<file path="src/rtl/sdc_pkg.sv">
package sdc_pkg;

  typedef enum logic [2:0] {
    ST_IDLE, ST_TX, ST_WAIT, ST_RX, ST_EVAL, ST_GAP, ST_BUSY
  } sdc_state_e;

  localparam int CMD_FRAME_W  = 48;
  localparam int LONG_FRAME_W = 136;
  localparam int HEAD_W       = 40;

  // command word bit positions (software decodes these)
  localparam int B_LONG  = 9;
  localparam int B_NORSP = 10;
  localparam int B_BUSYW = 11;
  localparam int B_FAIL  = 14;
  localparam int B_NEW   = 15;

  // host status bit positions
  localparam int S_CRC  = 4;
  localparam int S_TMO  = 6;
  localparam int S_BUSY = 10;

  // CRC7, polynomial x^7 + x^3 + 1, message MSB first
  function automatic logic [6:0] crc7_40(input logic [HEAD_W-1:0] d);
    logic [6:0] c;
    logic       fb;
    c = '0;
    for (int i = HEAD_W - 1; i >= 0; i--) begin
      fb = d[i] ^ c[6];
      c  = {c[5:0], 1'b0};
      if (fb) c = c ^ 7'h09;
    end
    return c;
  endfunction

endpackage

</file>
<file path="src/rtl/sdc_tx_shift.sv">
module sdc_tx_shift #(
  parameter int FRAME_W = 48
) (
  input  logic               clk,
  input  logic               rst_n,
  input  logic               load_i,
  input  logic               shift_i,
  input  logic [FRAME_W-1:0] frame_i,
  output logic               line_o
);

  logic [FRAME_W-1:0] sr_q, sr_d;

  always_comb begin
    sr_d = sr_q;
    if (load_i)       sr_d = frame_i;
    else if (shift_i) sr_d = {sr_q[FRAME_W-2:0], 1'b1};
  end

  always_ff @(posedge clk or negedge rst_n) begin
    if (!rst_n) sr_q <= '1;
    else        sr_q <= sr_d;
  end

  assign line_o = sr_q[FRAME_W-1];

endmodule

</file>
<file path="src/rtl/sdc_rx_shift.sv">
module sdc_rx_shift #(
  parameter int FRAME_W = 136
) (
  input  logic               clk,
  input  logic               rst_n,
  input  logic               clr_i,
  input  logic               shift_i,
  input  logic               bit_i,
  output logic [FRAME_W-1:0] frame_o
);

  logic [FRAME_W-1:0] sr_q, sr_d;

  always_comb begin
    sr_d = sr_q;
    if (clr_i)        sr_d = '0;
    else if (shift_i) sr_d = {sr_q[FRAME_W-2:0], bit_i};
  end

  always_ff @(posedge clk or negedge rst_n) begin
    if (!rst_n) sr_q <= '0;
    else        sr_q <= sr_d;
  end

  assign frame_o = sr_q;

endmodule

</file>
<file path="src/rtl/sdc_cmd_fsm.sv">
module sdc_cmd_fsm
  import sdc_pkg::*;
#(
  parameter int TOUT_W   = 32,
  parameter int GAP_CLKS = 8
) (
  input  logic                   clk,
  input  logic                   rst_n,
  input  logic                   ce_i,
  input  logic                   go_i,
  input  logic                   long_i,
  input  logic                   no_rsp_i,
  input  logic                   busy_wait_i,
  input  logic [TOUT_W-1:0]      tout_i,
  input  logic                   cmd_in_i,
  input  logic                   dat0_i,
  input  logic [CMD_FRAME_W-1:0] rsp_short_i,
  output logic                   tx_load_o,
  output logic                   tx_shift_o,
  output logic                   rx_shift_o,
  output logic                   cmd_oe_o,
  output logic                   done_o,
  output logic                   tmo_o,
  output logic                   crc_err_o,
  output logic                   busy_end_o
);

  localparam int CNT_MAX = (GAP_CLKS > LONG_FRAME_W) ? GAP_CLKS : LONG_FRAME_W;
  localparam int CNT_W   = $clog2(CNT_MAX + 1);
  localparam logic [CNT_W-1:0] TX_LAST    = CNT_W'(CMD_FRAME_W - 1);
  localparam logic [CNT_W-1:0] SHORT_LAST = CNT_W'(CMD_FRAME_W - 1);
  localparam logic [CNT_W-1:0] LONG_LAST  = CNT_W'(LONG_FRAME_W - 1);
  localparam logic [CNT_W-1:0] GAP_LAST   = CNT_W'(GAP_CLKS - 1);
  localparam logic [CNT_W-1:0] CNT_ONE    = CNT_W'(1);
  localparam logic [TOUT_W-1:0] TOUT_ONE  = TOUT_W'(1);

  sdc_state_e        st_q, st_d;
  logic [CNT_W-1:0]  cnt_q, cnt_d;
  logic [TOUT_W-1:0] tcnt_q, tcnt_d;
  logic              crc_bad;

  assign crc_bad  = rsp_short_i[7:1] != crc7_40(rsp_short_i[CMD_FRAME_W-1:8]);
  assign cmd_oe_o = (st_q == ST_TX);

  always_comb begin
    st_d       = st_q;
    cnt_d      = cnt_q;
    tcnt_d     = tcnt_q;
    tx_load_o  = 1'b0;
    tx_shift_o = 1'b0;
    rx_shift_o = 1'b0;
    done_o     = 1'b0;
    tmo_o      = 1'b0;
    crc_err_o  = 1'b0;
    busy_end_o = 1'b0;
    case (st_q)
      ST_IDLE: if (go_i) begin
        st_d      = ST_TX;
        cnt_d     = '0;
        tx_load_o = 1'b1;
      end
      ST_TX: if (ce_i) begin
        tx_shift_o = 1'b1;
        if (cnt_q == TX_LAST) begin
          cnt_d  = '0;
          tcnt_d = tout_i;
          st_d   = no_rsp_i ? ST_GAP : ST_WAIT;
        end else begin
          cnt_d = cnt_q + CNT_ONE;
        end
      end
      ST_WAIT: if (ce_i) begin
        if (!cmd_in_i) begin
          rx_shift_o = 1'b1;
          cnt_d      = CNT_ONE;
          st_d       = ST_RX;
        end else if (tcnt_q <= TOUT_ONE) begin
          done_o = 1'b1;
          tmo_o  = 1'b1;
          st_d   = ST_IDLE;
        end else begin
          tcnt_d = tcnt_q - TOUT_ONE;
        end
      end
      ST_RX: if (ce_i) begin
        rx_shift_o = 1'b1;
        if (cnt_q == (long_i ? LONG_LAST : SHORT_LAST)) st_d = ST_EVAL;
        else                                            cnt_d = cnt_q + CNT_ONE;
      end
      ST_EVAL: begin
        if (!long_i && crc_bad) begin
          done_o    = 1'b1;
          crc_err_o = 1'b1;
          st_d      = ST_IDLE;
        end else if (busy_wait_i) begin
          st_d = ST_BUSY;
        end else begin
          done_o = 1'b1;
          st_d   = ST_IDLE;
        end
      end
      ST_GAP: if (ce_i) begin
        if (cnt_q == GAP_LAST) begin
          done_o = 1'b1;
          st_d   = ST_IDLE;
        end else begin
          cnt_d = cnt_q + CNT_ONE;
        end
      end
      ST_BUSY: if (ce_i && dat0_i) begin
        done_o     = 1'b1;
        busy_end_o = 1'b1;
        st_d       = ST_IDLE;
      end
      default: st_d = ST_IDLE;
    endcase
  end

  always_ff @(posedge clk or negedge rst_n) begin
    if (!rst_n) begin
      st_q   <= ST_IDLE;
      cnt_q  <= '0;
      tcnt_q <= '0;
    end else begin
      st_q   <= st_d;
      cnt_q  <= cnt_d;
      tcnt_q <= tcnt_d;
    end
  end

  // the silent pause is entered only for commands flagged as having no response
  assert_gap_only_norsp_R4: assert property (@(posedge clk) disable iff (!rst_n)
    (st_q == ST_GAP) |-> no_rsp_i);

  // busy ends only after a response was taken and with busy wait requested
  assert_busy_needs_flag_R8: assert property (@(posedge clk) disable iff (!rst_n)
    (st_q == ST_BUSY) |-> busy_wait_i);

endmodule

</file>
<file path="src/rtl/sdc_cmd_engine.sv">
module sdc_cmd_engine
  import sdc_pkg::*;
#(
  parameter int TOUT_W   = 32,
  parameter int GAP_CLKS = 8,
  parameter int RSP_WORDS = 4
) (
  input  logic        clk,
  input  logic        rst_n,
  input  logic        card_ce_i,
  input  logic        wr_en_i,
  input  logic [1:0]  wr_addr_i,
  input  logic [31:0] wr_data_i,
  output logic [15:0] cmd_reg_o,
  output logic [31:0] arg_reg_o,
  output logic [10:0] host_status_o,
  output logic [31:0] rsp_w0_o,
  output logic [31:0] rsp_w1_o,
  output logic [31:0] rsp_w2_o,
  output logic [31:0] rsp_w3_o,
  output logic        cmd_out_o,
  output logic        cmd_oe_o,
  input  logic        cmd_in_i,
  input  logic        dat0_i
);

  localparam logic [1:0]  A_CMD  = 2'd0;
  localparam logic [1:0]  A_ARG  = 2'd1;
  localparam logic [1:0]  A_TOUT = 2'd2;
  localparam logic [1:0]  A_STS  = 2'd3;
  localparam logic [10:0] STS_W1C = 11'h450;
  localparam logic [15:0] FAIL_MASK = 16'(1) << B_FAIL;

  // reset: asserted asynchronously, released on the clock
  logic [1:0] rs_q;
  logic       rst_int_n;
  always_ff @(posedge clk or negedge rst_n) begin
    if (!rst_n) rs_q <= '0;
    else        rs_q <= {rs_q[0], 1'b1};
  end
  assign rst_int_n = rs_q[1];

  logic [15:0]                cmd_q, cmd_d;
  logic [31:0]                arg_q, arg_d;
  logic [TOUT_W-1:0]          tout_q, tout_d;
  logic [10:0]                sts_q, sts_d;
  logic [RSP_WORDS-1:0][31:0] rsp_q, rsp_d;

  logic                    go, tx_load, tx_shift, rx_shift;
  logic                    done, tmo, crc_err, busy_end;
  logic [HEAD_W-1:0]       tx_head;
  logic [CMD_FRAME_W-1:0]  tx_frame;
  logic [LONG_FRAME_W-1:0] rx_frame;

  assign go       = wr_en_i && (wr_addr_i == A_CMD) && wr_data_i[B_NEW] && !cmd_q[B_NEW];
  assign tx_head  = {1'b0, 1'b1, wr_data_i[5:0], arg_q};
  assign tx_frame = {tx_head, crc7_40(tx_head), 1'b1};

  sdc_tx_shift #(.FRAME_W(CMD_FRAME_W)) u_tx (
    .clk(clk), .rst_n(rst_int_n), .load_i(tx_load), .shift_i(tx_shift),
    .frame_i(tx_frame), .line_o(cmd_out_o)
  );

  sdc_rx_shift #(.FRAME_W(LONG_FRAME_W)) u_rx (
    .clk(clk), .rst_n(rst_int_n), .clr_i(tx_load), .shift_i(rx_shift),
    .bit_i(cmd_in_i), .frame_o(rx_frame)
  );

  sdc_cmd_fsm #(.TOUT_W(TOUT_W), .GAP_CLKS(GAP_CLKS)) u_fsm (
    .clk(clk), .rst_n(rst_int_n), .ce_i(card_ce_i), .go_i(go),
    .long_i(cmd_q[B_LONG]), .no_rsp_i(cmd_q[B_NORSP]), .busy_wait_i(cmd_q[B_BUSYW]),
    .tout_i(tout_q), .cmd_in_i(cmd_in_i), .dat0_i(dat0_i),
    .rsp_short_i(rx_frame[CMD_FRAME_W-1:0]),
    .tx_load_o(tx_load), .tx_shift_o(tx_shift), .rx_shift_o(rx_shift),
    .cmd_oe_o(cmd_oe_o), .done_o(done), .tmo_o(tmo), .crc_err_o(crc_err),
    .busy_end_o(busy_end)
  );

  always_comb begin
    cmd_d  = cmd_q;
    arg_d  = arg_q;
    tout_d = tout_q;
    sts_d  = sts_q;
    rsp_d  = rsp_q;
    if (wr_en_i) begin
      case (wr_addr_i)
        A_CMD:   if (!cmd_q[B_NEW]) cmd_d = wr_data_i[15:0] & ~FAIL_MASK;
        A_ARG:   arg_d  = wr_data_i;
        A_TOUT:  tout_d = wr_data_i[TOUT_W-1:0];
        A_STS:   sts_d  = sts_q & ~(wr_data_i[10:0] & STS_W1C);
        default: ;
      endcase
    end
    if (done) begin
      cmd_d[B_NEW]  = 1'b0;
      cmd_d[B_FAIL] = tmo | crc_err;
      if (tmo)      sts_d[S_TMO]  = 1'b1;
      if (crc_err)  sts_d[S_CRC]  = 1'b1;
      if (busy_end) sts_d[S_BUSY] = 1'b1;
      if (!tmo && !cmd_q[B_NORSP]) begin
        if (cmd_q[B_LONG]) begin
          for (int w = 0; w < RSP_WORDS; w++) rsp_d[w] = rx_frame[32*w +: 32];
        end else begin
          rsp_d[0] = rx_frame[39:8];
        end
      end
    end
  end

  always_ff @(posedge clk or negedge rst_int_n) begin
    if (!rst_int_n) begin
      cmd_q  <= '0;
      arg_q  <= '0;
      tout_q <= '1;
      sts_q  <= '0;
      rsp_q  <= '0;
    end else begin
      cmd_q  <= cmd_d;
      arg_q  <= arg_d;
      tout_q <= tout_d;
      sts_q  <= sts_d;
      rsp_q  <= rsp_d;
    end
  end

  assign cmd_reg_o     = cmd_q;
  assign arg_reg_o     = arg_q;
  assign host_status_o = sts_q;
  assign rsp_w0_o      = rsp_q[0];
  assign rsp_w1_o      = rsp_q[1];
  assign rsp_w2_o      = rsp_q[2];
  assign rsp_w3_o      = rsp_q[3];

  // a frame opens with a 0 start bit
  assert_start_bit_R2: assert property (@(posedge clk) disable iff (!rst_int_n)
    $rose(cmd_oe_o) |-> !cmd_out_o);

  // the last driven bit is the 1 end bit
  assert_end_bit_R2: assert property (@(posedge clk) disable iff (!rst_int_n)
    $fell(cmd_oe_o) |-> $past(cmd_out_o));

  // line driven only with an open command
  assert_oe_open_cmd_R10: assert property (@(posedge clk) disable iff (!rst_int_n)
    cmd_oe_o |-> cmd_q[B_NEW]);

  // the completion strobe always closes the command
  assert_done_clears_new_R3: assert property (@(posedge clk) disable iff (!rst_int_n)
    done |=> !cmd_q[B_NEW]);

  // a fail flag at completion always has a recorded cause
  assert_fail_has_cause_R7: assert property (@(posedge clk) disable iff (!rst_int_n)
    ($fell(cmd_q[B_NEW]) && cmd_q[B_FAIL]) |-> (sts_q[S_TMO] || sts_q[S_CRC]));

  // busy end is raised together with completion
  assert_busy_irq_at_end_R8: assert property (@(posedge clk) disable iff (!rst_int_n)
    $rose(sts_q[S_BUSY]) |-> $fell(cmd_q[B_NEW]));

endmodule

</file>
<file path="config.mk">
export PLATFORM = sky130hd
export DESIGN_NAME = sdc_cmd_engine
export DESIGN_NICKNAME = d
export VERILOG_FILES = /design/src/rtl/sdc_pkg.sv /design/src/rtl/sdc_tx_shift.sv /design/src/rtl/sdc_rx_shift.sv /design/src/rtl/sdc_cmd_fsm.sv /design/src/rtl/sdc_cmd_engine.sv
export SDC_FILE = /design/constraint.sdc
export NUM_CORES = 1
export LEC_CHECK = 0
export BUFFER_PORTS_ARGS = -buffer_cell sky130_fd_sc_hd__buf_2
export CELL_PAD_IN_SITES_DETAIL_PLACEMENT = 0
export CELL_PAD_IN_SITES_GLOBAL_PLACEMENT = 2
export CORE_ASPECT_RATIO = 0.7
export CORE_MARGIN = 2
export CORE_UTILIZATION = 43
export CTS_CLUSTER_DIAMETER = 30
export DETAILED_ROUTE_END_ITERATION = 10
export GPL_TIMING_DRIVEN = 1
export PLACE_DENSITY = 0.86
export SYNTH_ARGS = -nofsm -noshare
export SYNTH_HDL_FRONTEND = slang
export SYNTH_HIERARCHICAL = 1
export SYNTH_SLANG_ARGS = --single-unit
</file>
<file path="constraint.sdc">
create_clock -name clk -period 24.5 [get_ports clk]
set_input_delay 4.9 -clock clk [delete_from_list [all_inputs] [get_ports clk]]
set_output_delay 4.9 -clock clk [all_outputs]
set_load 0.02 [all_outputs]
</file>
Word level (Yosys, flattened, before mapping) --
Index checks and enable logic that the tools add are counted.
Cells by class: add/subtract/negate cells 2, magnitude comparators 1, equality and inequality tests 29, mux-type cells 147, bitwise logic cells 156, reductions and logical operators 29
Operators with widths (number):
- $mux 4 | 78
- $mux 128 | 2
- $mux 32 | 6
- $not 2->2 | 76
- $mux 48 | 2
- $mux 8 | 10
- $xor 1x1->1 | 70
- $pmux 32 s2 | 1
- $mux 16 | 3
- $mux 3 | 14
- $pmux 8 s5 | 1
- $le 32x1->1 const B | 1
- $sub 32x1->32 const B | 1
- $mux 1 | 24
- $mux 11 | 2
- $pmux 3 s7 | 1
- $ne 2x2->1 const B | 10
- $and 11x11->11 | 1
- $not 11->11 | 1
- $ne 2x1->1 const B | 5
- $reduce_and 10->1 | 1
- $reduce_and 2->1 | 5
- $reduce_bool 2->1 | 5
- $eq 3x3->1 const B | 3
- 24 further kinds | 41
Word-level totals: flip-flop bits (word level) 440, bits of input ports 40, output and inout bits 189, logic and storage cells 381

Depth between registers and ports, before layout --
Gate-level depths: netlist of the first run.
depth in word-level cells 85, mapped depth 15, mapped depth without buffers 12

Modules after synthesis --
The synthesis of the first run kept the hierarchy.
Modules (own cells, without submodules):
- sdc_cmd_engine | instances 1, cells an instance 633, area each 9395.3 um^2, sequential area each 5370.2 um^2
- sdc_rx_shift | instances 1, cells an instance 438, area each 5482.8 um^2, sequential area each 3403.3 um^2
- sdc_cmd_fsm | instances 1, cells an instance 455, area each 3883.7 um^2, sequential area each 1076.0 um^2
- sdc_tx_shift | instances 1, cells an instance 208, area each 2293.4 um^2, sequential area each 1261.2 um^2

Worst setup path before layout of the first run --
Ideal clock, no wire load.
path type input-to-reg, start input wr_addr_i[0], end register u_rx.sr_q[100] (netlist: u_rx/frame_o[100]), setup time 0.132 ns, arrival time 7.523 ns, data required time 24.368 ns, slack 16.845 ns, stages 9, path buffers 4, cells stage by stage nand2b_1 > nor3_1 > clkbuf_1 > and2_1 > nor4b_1 > buf_4 > buf_2 > buf_1 > nor2_1
On the way: longest elaborated chain between the ends 7, elaborated cells between the ends (all ways) 8, those cells by class mux: 3; reduce/logical: 5
RTL lines:
- start: declaration | line sdc_cmd_engine.sv:12 | input logic [1:0] wr_addr_i,
- $logic_not 2->1 (*) | line sdc_cmd_engine.sv:55 | assign go = wr_en_i && (wr_addr_i == A_CMD) && wr_data_i[B_NEW] && !cmd_q[B_NEW];
- $logic_and 1x1->1 (*) (3 in series) | line sdc_cmd_engine.sv:55
- named net go | line sdc_cmd_engine.sv:49 | logic go, tx_load, tx_shift, rx_shift;
- $mux 1 (*) | line sdc_cmd_fsm.sv:57 | ST_IDLE: if (go_i) begin
- $mux 1 (*) | line sdc_cmd_fsm.sv:56 | case (st_q)
- named net tx_load | line sdc_cmd_engine.sv:49
- $mux 128 or $reduce_bool 2->1 (tied branches)
- end signal: assignment | line sdc_rx_shift.sv:22 | else sr_q <= sr_d;
- end: declaration | line sdc_rx_shift.sv:12 | logic [FRAME_W-1:0] sr_q, sr_d;
The timed path passes the listed nets; every way through them passes the cells marked *. A chain may end at the register's enable or synchronous reset.

Worst setup path after layout of the first run --
start input cmd_in_i, end register rsp_q, in the netlist rsp_w2_o[3]
On the way: longest elaborated chain between the ends 6, elaborated cells between the ends (all ways) 7, those cells by class mux: 4; reduce/logical: 3
RTL lines:
- start: declaration | line sdc_cmd_engine.sv:23 | input logic cmd_in_i,
- $mux 1 | line sdc_cmd_fsm.sv:73 | if (!cmd_in_i) begin
- $mux 1 | line sdc_cmd_fsm.sv:72 | ST_WAIT: if (ce_i) begin
- $mux 1 | line sdc_cmd_fsm.sv:56
- named net tmo | line sdc_cmd_engine.sv:50 | logic done, tmo, crc_err, busy_end;
- $logic_not 1->1 | line sdc_cmd_engine.sv:100 | if (!tmo && !cmd_q[B_NORSP]) begin
- $logic_and 1x1->1 | line sdc_cmd_engine.sv:100
- $reduce_and 3->1 (no source line)
- end signal: assignment | line sdc_cmd_engine.sv:122 | rsp_q <= rsp_d;
- end: declaration | line sdc_cmd_engine.sv:47 | logic [RSP_WORDS-1:0][31:0] rsp_q, rsp_d;
The timed path passes the listed nets, and every way through them passes these cells.

==> results of run 1 <==
==> routing by layer <==
metal | routed length, um | share of wire, %
met5 | 0 | 0
met4 | 1050 | 2.1
met3 | 2510 | 5.0
met2 | 22200 | 44
met1 | 24500 | 49
==> path summary, 6_finish.rpt <==
check | from | endpoint | slack, ns | cells after the start
setup / recovery | cmd_in_i | rsp_w2_o[3] | 16.52 | 9
hold / removal | rs_q[0] | rs_q[1] | 0.35 | 0
setup reg to reg | u_fsm/tcnt_q[12] | rsp_w2_o[3] | 18.77 | 11
hold reg to reg | rs_q[0] | rs_q[1] | 0.35 | 0
max in group asynchronous | rst_n | rs_q[1] | 20.32 | 1
min in group asynchronous | rs_q[1] | rsp_w0_o[7] | 0.36 | 0
==> flip-flops by register name, indices dropped and copies added, names as in the netlist, 32 cells and up <==
register and cells:
arg_reg_o 32, u_rx/frame_o 128, rsp_w0_o 32, rsp_w1_o 32
rsp_w2_o 32, u_fsm/tcnt_q 32, tout_q 32, rsp_w3_o 32
u_tx/sr_q 48
==> per-stage QoR <==
stage,instances,setup slack (ns)
final,2600,16.52
after global routing,2600,16.23
after CTS,2600,16.57
after detailed placement,2440,15.92
after global placement,2440,15.99
after floorplan,1720,11.71
==> critical path: stages <==
cell and delay [ns]:
buf_2 0.18, nand3_1 0.10, nor3_1 0.46, a211o_1 0.28, nor3b_2 0.21, buf_4 0.52, and2_4 0.46, buf_4 0.81
mux2_2 0.43
==> power breakdown <==
group          total (uW)  internal, uW  switching, uW
registers             999           876            123
logic                 809           389            419
clock network        1210           798            413
==> placed cells by master (no fill, tap or decap), types with 13 or more instances in the layout <==
cell / count
o21ai_1: 21
o21ai_0: 84
buf_2: 220
inv_1: 14
nor2_1: 205
xnor2_1: 45
nand2_1: 83
buf_4: 17
mux2i_1: 209
a21oi_1: 80
xnor3_1: 37
xor2_1: 19
nand3_1: 16
dfrtp_1: 350
clkbuf_16: 87
or3_1: 13
nor3_1: 24
mux2_2: 175
dfstp_2: 80
==> layout make-up <==
| cell class | count | area [um^2] | share of cell area, % |
|---|---|---|---|
| Sequential cell | 432 | 10900 | 43.5 |
| Multi-Input combinational cell | 1134 | 9010 | 35.9 |
| Clock buffer | 98 | 2250 | 8.97 |
| Timing Repair Buffer | 239 | 1270 | 5.06 |
| Clock inverter | 62 | 801 | 3.19 |
| Tap cell | 621 | 777 | 3.10 |
| Inverter | 14 | 52.6 | 0.210 |
==> metrics.csv, run 1 <==
stage;metric;value;unit
floorplan;die area;50000;um^2
routing;first drt pass iteration count;5;
clocking;CTS clock-pin slew for the worst setup and hold paths;0.05;ns
critical_path;CP Data Arrival Time;8.47;ns
placed_design;DP Wirelength;32800;um
floorplan;die width;267;um
global_routing;first-pass GRT wire length;80500;um
critical_path;Critical Path RT;24.99;ns
clocking;H-tree depth;3;
floorplan;initial core utilization;43.4;%
floorplan;num rows;67;
clocking;CTS resizes;0;
cells_and_area;fill count;4177;
min_path;worst hold path type;flip-flop to flip-flop;
clocking;CTS sink cnt;432;
cells_and_area;nets@finish;1949;
global_routing;Overflow after GRT;0;
timing;Worst Skew;0.0255;ns
floorplan;IO Pins;229;
timing;RSZ-0062 raised after global routing;no;
timing;fin crit period;7.98;ns
timing;Slew HR;21.6;%
run_status;outcome;completed;
critical_path;critical-path maximum fanout;74;
clocking;Setup Buffers After CTS;0;
global_routing;Tot GR Track Use;20.5;%
logic_synthesis;yosys warns;6;
placed_design;Placed Instance Area;22000;um^2
critical_path;Worst setup SP type;input pin;
logic_synthesis;Mapped Cells;1710;
cells_and_area;diodes inserted;0;
timing;final hold violation count;0;
cells_and_area;Layout area overhead;20.9;%
global_routing;met1 global-route usage;30.8;%
power_and_ir_drop;Max IR drop VDD;0.0924;mV
routing;post-route ant nets;0;
timing;final setup TNS;0;ns
timing;worst-margin pin slew;1.18;ns
cells_and_area;ratio of cells with drive above 1 in the final layout;34.0;%
power_and_ir_drop;total power;3020;uW
floorplan;core area;47800;um^2
routing;vias per cell;5.28;
power_and_ir_drop;LEAKAGE;0.0119;uW
global_routing;GRT met2 Usage;29.6;%
timing;fin crit share;32.6;%
clocking;CTS buffer count;85;
routing;DRC;0;
routing;drt total wl;50200;um
timing;Highest Clock Rate;125;MHz
global_routing;GRT met3 Usage;4.19;%
clocking;clk root buf;clkbuf_16;
routing;via count;13700;
placed_design;gp weighted congestion;0.834;
floorplan;chip height;188;um
logic_synthesis;syn avg cell area;12.1;um^2
timing;Fin Hold WS;0.346;ns
global_routing;GRT Max-Usage Layer;met1;
timing;Final Setup Violations;0;
clocking;CTS Hold Bufs;0;
global_routing;vias in the first global route;13700;
run;MaxCap Viol Count;0;
global_routing;initial antenna violation count;1;
power_and_ir_drop;Cell Pwr Density;120;nW/um^2
placed_design;port bufs;220;
cells_and_area;fin area;25100;um^2
critical_path;CP endpoint kind;flip-flop;
critical_path;critical path class;input pin to flip-flop;
clocking;clock tree buffer depth;3;
cells_and_area;final core occ;52.5;%
global_routing;largest net degree at the start of global routing;177;
routing;1st-iter DRT viols;1183;
routing;drt wl/cell;19.3;um
clocking;Skew-Pair Late Insertion Delay;0.62;ns
clocking;CTS tree;done;
timing;Slew Viols, Final;0;
logic_synthesis;Post-Syn Area;20700;um^2
Power figures use the tool's default switching activity.
==> inputs of run 2 (changes only) <==
Settings changed: CORE_UTILIZATION 43 to 36, PLACE_DENSITY 0.86 to 0.77.
Clock period 24.5 ns to 6.8 ns, I/O delays scaled along.
==> run 2 against run 1 <==
Wire length up 3.4%; die area rose by 19%; worst setup slack worse by 15 ns; via count shrank 1.0%; critical path type is now flip-flop to flip-flop; largest power group unchanged.
==> metrics.csv, run 2 (synthesis gave the netlist of run 1 again) <==
stage;metric;value;unit;change
cells_and_area;nets@finish;1948;;-0.051%
floorplan;die width;291;um;+9.2%
clocking;clk root buf;clkbuf_16;;
routing;DRC;0;;unchanged
floorplan;die area;59600;um^2;+19%
critical_path;critical-path maximum fanout;65;;-12%
routing;1st-iter DRT viols;1092;;-7.7%
cells_and_area;fin area;25100;um^2;+0.31%
routing;vias per cell;4.98;;-5.6%
timing;final setup TNS;0;ns;unchanged
routing;post-route ant nets;0;;unchanged
global_routing;initial antenna violation count;0;;-1
routing;first drt pass iteration count;5;;unchanged
global_routing;Overflow after GRT;0;;unchanged
cells_and_area;commonest non-fill, non-tap cell in the layout;dfrtp_1;;
placed_design;DP Wirelength;34100;um;+3.9%
routing;drt wl/cell;19.0;um;-1.4%
critical_path;critical path class;flip-flop to flip-flop;;
clocking;clock tree buffer depth;3;;unchanged
timing;Slew HR;21.8;%;+0.22 points
placed_design;gp weighted congestion;0.834;;about the same
timing;fin crit period;5.67;ns;
clocking;CTS buffer count;86;;+1.2%
clocking;H-tree depth;3;;unchanged
run_status;outcome;completed;;
timing;RSZ-0062 raised after global routing;no;;
floorplan;chip height;205;um;+9.1%
floorplan;initial core utilization;36.5;%;-7.0 points
timing;Highest Clock Rate;176;MHz;
clocking;CTS sink cnt;432;;unchanged
timing;Final Setup Violations;0;;unchanged
timing;fin crit share;83.4;%;
placed_design;port bufs;220;;unchanged
timing;Setup WS post-layout;1.13;ns;-15.40 ns
min_path;worst hold path type;flip-flop to async pin;;
clocking;CTS resizes;0;;unchanged
cells_and_area;ratio of cells with drive above 1 in the final layout;34.0;%;about the same
global_routing;Tot GR Track Use;17.4;%;-3.0 points
critical_path;worst flop-to-flop path endpoint;rsp_w2_o[2];;
cells_and_area;max reg flops;128;;unchanged
power_and_ir_drop;Max IR drop VDD;0.389;mV;+320%
run;MaxCap Viol Count;0;;unchanged
power_and_ir_drop;Cell Pwr Density;430;nW/um^2;+260%
placed_design;Placement Setup Slack;1.13;ns;-14.80 ns
floorplan;IO Pins;229;;unchanged
critical_path;CP endpoint kind;flip-flop;;
cells_and_area;FF/Latch Area;10900;um^2;unchanged
critical_path;CP Data Arrival Time;6.14;ns;-2.33 ns
global_routing;largest net degree at the start of global routing;179;;+1.1%
clocking;CTS Hold Bufs;0;;unchanged
cells_and_area;fill count;5306;;+27%
critical_path;R2R depth;11;;unchanged
critical_path;Critical Path RT;7.27;ns;-17.72 ns
cells_and_area;Layout area overhead;21.2;%;
timing;final hold violation count;0;;unchanged
routing;drt total wl;51900;um;+3.4%
timing;Worst Skew;0.0363;ns;+0.0107 ns
cells_and_area;footprint of the multi-input gates;9010;um^2;unchanged
timing;Slew Viols, Final;0;;unchanged
global_routing;first-pass GRT wire length;81200;um;+0.86%
timing;Fin Hold WS;0.269;ns;-0.0772 ns
critical_path;Worst setup SP type;flip-flop;;
placed_design;Placed Instance Area;22200;um^2;+0.78%
floorplan;num rows;73;;+9.0%
critical_path;r2r startpoint;u_fsm/tcnt_q[12];;
clocking;Skew-Pair Late Insertion Delay;0.61;ns;about the same
clocking;Setup Buffers After CTS;0;;unchanged
global_routing;vias in the first global route;13400;;-2.5%
power_and_ir_drop;total power;10800;uW;+260%
clocking;CTS clock-pin slew for the worst setup and hold paths;0.05;ns;about the same
routing;via count;13600;;-1.0%
floorplan;core area;56900;um^2;+19%
cells_and_area;most frequent cells in the layout;dfrtp_1 (350), buf_2 (220), mux2i_1 (209);;
critical_path;FF-to-FF setup slack;1.13;ns;-17.64 ns
power_and_ir_drop;LEAKAGE;0.0118;uW;-0.15%
clocking;CTS tree;done;;
timing;worst-margin pin slew;1.17;ns;-0.00328 ns
-- run 2: critical path, cell delays in order (launching register included) --
cell and delay (ns):
dfrtp_1 0.43, or4_1 0.60, nor4_1 0.48, nand2b_1 0.21, or3_1 0.41, nor3_1 0.55, a211o_1 0.27, nor3b_2 0.19
buf_4 0.55, and2_4 0.70, buf_4 0.67, mux2_2 0.41
-- run 2: worst max-delay path by stage --
stage                      from            to  slack [ns]  depth (start not counted)
6_report       u_fsm/tcnt_q[12]   rsp_w2_o[2]        1.13                         11
5_1_grt        u_fsm/tcnt_q[12]   rsp_w2_o[2]        0.63                         11
3_3_place_gp   u_fsm/tcnt_q[12]  rsp_w3_o[16]        1.17                         11
3_5_place_dp   u_rx/frame_o[39]  rsp_w3_o[14]        1.13                         14
2_1_floorplan  u_rx/frame_o[47]   rsp_w2_o[0]        2.30                         14
4_1_cts        u_rx/frame_o[47]   rsp_w3_o[9]        1.12                         14
-- run 2: per-stage QoR --
step                std cells  util, %
floorplan                1720        -
global placement         2567     39.0
detailed placement       2567     39.0
CTS                      2726     44.2
global route             2726     44.2
finish                   2727     44.2
-- run 2: layer usage --
metal,wire [um],share of wire (%),track usage [%],vias to the layer above
met5,0,0,0,-
met4,1040,2.0,5.44,0
li1,-,-,-,6350
met1,26600,51,27.3,6860
met2,22000,42,24.0,303
met3,2300,4.4,3.22,72
-- run 2: area by class of cell --
class	instances	area share (%)
clock inverter	54	2.39
sequential	432	43.4
multi-input combinational	1134	35.8
clock buffer	105	9.36
inverter	14	0.209
antenna	1	0.00995
tap	750	3.73
timing repair buffer	237	5.08
-- run 2: report_power, final --
part           internal (uW)  leakage (uW)  total [uW]  switching, uW
Sequential              3160       0.00551        3600            444
Clock                   2820       0.00145        4260           1440
Combinational           1400       0.00489        2960           1560
==> inputs of run 3 (changes only) <==
Settings changed: ABC_AREA set to 1, CORE_UTILIZATION 36 to 35, PLACE_DENSITY 0.77 to 0.8.
Clock period 6.8 ns to 5.8 ns, I/O delays scaled along.
==> run 3 against run 2 <==
Die area rose by 8.6%; combinational power rose by 10%; sequential power rose by 13%; utilization fell by 1.0 points; largest cell class unchanged.
==> metrics.csv, run 3 <==
stage;metric;value;unit;change
run_status;outcome;completed;;
timing;Setup WS post-layout;0.732;ns;-0.396 ns
global_routing;Tot GR Track Use;19.7;%;+2.3 points
timing;Highest Clock Rate;197;MHz;+12%
min_path;worst hold path type;input pin to async pin;;
floorplan;initial core utilization;35.5;%;-0.92 points
power_and_ir_drop;P_int;8130;uW;+10%
run;MaxCap Viol Count;0;;unchanged
cells_and_area;FF/Latch Area;10900;um^2;unchanged
cells_and_area;fill count;6105;;+15%
routing;drt wl/cell;16.6;um;-13%
power_and_ir_drop;LEAKAGE;0.0137;uW;+16%
clocking;CTS tree;done;;
floorplan;die area;64700;um^2;+8.6%
global_routing;initial antenna violation count;1;;+1
placed_design;port bufs;220;;unchanged
floorplan;IO Pins;229;;unchanged
critical_path;most used cell, CP;nand2_1;;
critical_path;CP startpoint;u_rx/frame_o[44];;
critical_path;Critical Path RT;6.29;ns;-0.98 ns
floorplan;core area;61700;um^2;+8.5%
cells_and_area;Layout area overhead;21.4;%;
timing;fin crit period;5.07;ns;-0.604 ns
placed_design;gp weighted congestion;0.815;;-2.3%
cells_and_area;nets@finish;2959;;+52%
placed_design;DP Wirelength;42900;um;+26%
power_and_ir_drop;Max IR drop VDD;0.253;mV;-35%
routing;1st-iter DRT viols;1331;;+22%
clocking;CTS sink cnt;432;;unchanged
routing;first drt pass iteration count;5;;unchanged
critical_path;largest stage delay on the critical path;0.48;ns;-0.22 ns
global_routing;first-pass GRT wire length;101000;um;+24%
placed_design;Placement Setup Slack;0.774;ns;-0.354 ns
clocking;CTS clock-pin slew for the worst setup and hold paths;0.05;ns;about the same
clocking;clk root buf;clkbuf_16;;
critical_path;r2r startpoint;u_rx/frame_o[44];;
cells_and_area;ratio of cells with drive above 1 in the final layout;23.7;%;-10 points
power_and_ir_drop;logic gate share of total power;25.9;%;-1.5 points
routing;post-route ant nets;0;;unchanged
cells_and_area;footprint of the multi-input gates;9450;um^2;+4.9%
power_and_ir_drop;switching pwr;4430;uW;+29%
clocking;clock tree buffer depth;3;;unchanged
routing;drt total wl;63100;um;+22%
clocking;H-tree depth;3;;unchanged
timing;final setup TNS;0;ns;unchanged
critical_path;Worst setup SP type;flip-flop;;
routing;via count;18500;;+36%
critical_path;CP max stage cell;dfrtp_1;;
logic_synthesis;syn avg cell area;8.02;um^2;-34%
global_routing;largest net degree at the start of global routing;122;;-32%
timing;RSZ-0062 raised after global routing;no;;
cells_and_area;most frequent cells in the layout;nand2_1 (888), nand3_1 (357), dfrtp_1 (350);;
floorplan;num rows;76;;+4.1%
critical_path;CP endpoint kind;flip-flop;;
logic_synthesis;Mapped Cells;2735;;+60%
cells_and_area;commonest non-fill, non-tap cell in the layout;nand2_1;;
timing;final hold violation count;0;;unchanged
logic_synthesis;Post-Syn Area;21900;um^2;+5.7%
cells_and_area;max reg flops;128;;unchanged
timing;worst-margin pin slew;1.18;ns;+0.00927 ns
critical_path;worst flop-to-flop path endpoint;rsp_w2_o[8];;
clocking;Setup Buffers After CTS;0;;unchanged
floorplan;chip height;213;um;+4.2%
routing;DRC;0;;unchanged
global_routing;Overflow after GRT;0;;unchanged
critical_path;R2R depth;35;;+24
timing;Final Setup Violations;0;;unchanged
clocking;CTS Hold Bufs;0;;unchanged
power_and_ir_drop;clock network power share;41.7;%;+2.3 points
critical_path;CP Data Arrival Time;5.56;ns;-0.58 ns
power_and_ir_drop;Net Sw Frac;35.3;%;+3.4 points
logic_synthesis;yosys warns;6;;unchanged
clocking;Skew-Pair Late Insertion Delay;0.63;ns;+0.02 ns
routing;vias per cell;4.84;;-2.7%
timing;fin crit share;87.4;%;+4.0 points
timing;Slew Viols, Final;0;;unchanged
power_and_ir_drop;Cell Pwr Density;471;nW/um^2;+9.6%
critical_path;FF-to-FF setup slack;0.73;ns;-0.40 ns
critical_path;critical-path maximum fanout;63;;-3.1%
critical_path;CP endpoint;rsp_w2_o[8];;
power_and_ir_drop;sequential group share of total power;32.4;%;-0.9 points
clocking;CTS buffer count;88;;+2.3%
critical_path;critical path class;flip-flop to flip-flop;;
timing;Worst Skew;0.0193;ns;-0.0170 ns
timing;Slew HR;21.0;%;-0.80 points
clocking;CTS resizes;0;;unchanged
floorplan;die width;303;um;+4.2%
global_routing;vias in the first global route;17600;;+32%
## run 3: critical path: cells and delay by family, from the launching register on
family	cells	cell delay [ns]
flip-flops	1	0.48
multiplexers	1	0.39
XOR/XNOR	1	0.17
AO/OA/AOI/OAI	1	0.19
buffers and inverters	4	0.64
AND/OR/NAND/NOR	28	3.00
## run 3: power by group through the flow
| stage | combinational [uW] | sequential (uW) | clock [uW] |
|---|---|---|---|
| after global routing | 3680 | 4140 | 5510 |
| after floorplan | 2220 | 4220 | 0 |
| final | 3260 | 4070 | 5230 |
| after CTS | 3280 | 4070 | 5340 |
| after detailed placement | 3260 | 4110 | 0 |
| after global placement | 3220 | 4100 | 0 |
## run 3: layout make-up
type                       count  area share [%]
timing repair buffer         237            4.80
multi-input combinational   1931            35.5
sequential                   432            41.0
inverter                     226            3.19
tap                          819            3.85
clock inverter                56            2.60
antenna                        2          0.0188
clock buffer                 107            9.07
## run 3: worst min-delay path by stage
stage	startpoint	endpoint	cells past startpoint
global placement	rs_q[0]	rs_q[1]	0
CTS	rst_n	rs_q[1]	1
detailed placement	rs_q[0]	rs_q[1]	0
finish	rst_n	rs_q[0]	1
global route	rst_n	rs_q[1]	1
floorplan	rs_q[0]	rs_q[1]	0
## run 3: metal layers
metal / GRT usage [%] / part of all wire (%) / up-vias
met5: 0 / 0 / -
met4: 6.29 / 2.5 / 0
met3: 4.04 / 5.6 / 108
met2: 29.5 / 44 / 425
met1: 28.6 / 48 / 8785
li1: - / - / 9141
## run 3: per-stage QoR
stage | std cells | power [uW] | util (%) | hold WS, ns | area, um^2
finish | 3810 | 12600 | 43.2 | 0.322 | 26600
CTS | 3808 | 12700 | 43.2 | 0.282 | 26600
global route | 3808 | 13300 | 43.2 | 0.293 | 26600
detailed placement | 3645 | 7370 | 38.1 | 0.348 | 23500
floorplan | 2745 | 6440 | - | 0.331 | 22000
global placement | 3645 | 7330 | 38.1 | 0.335 | 23500
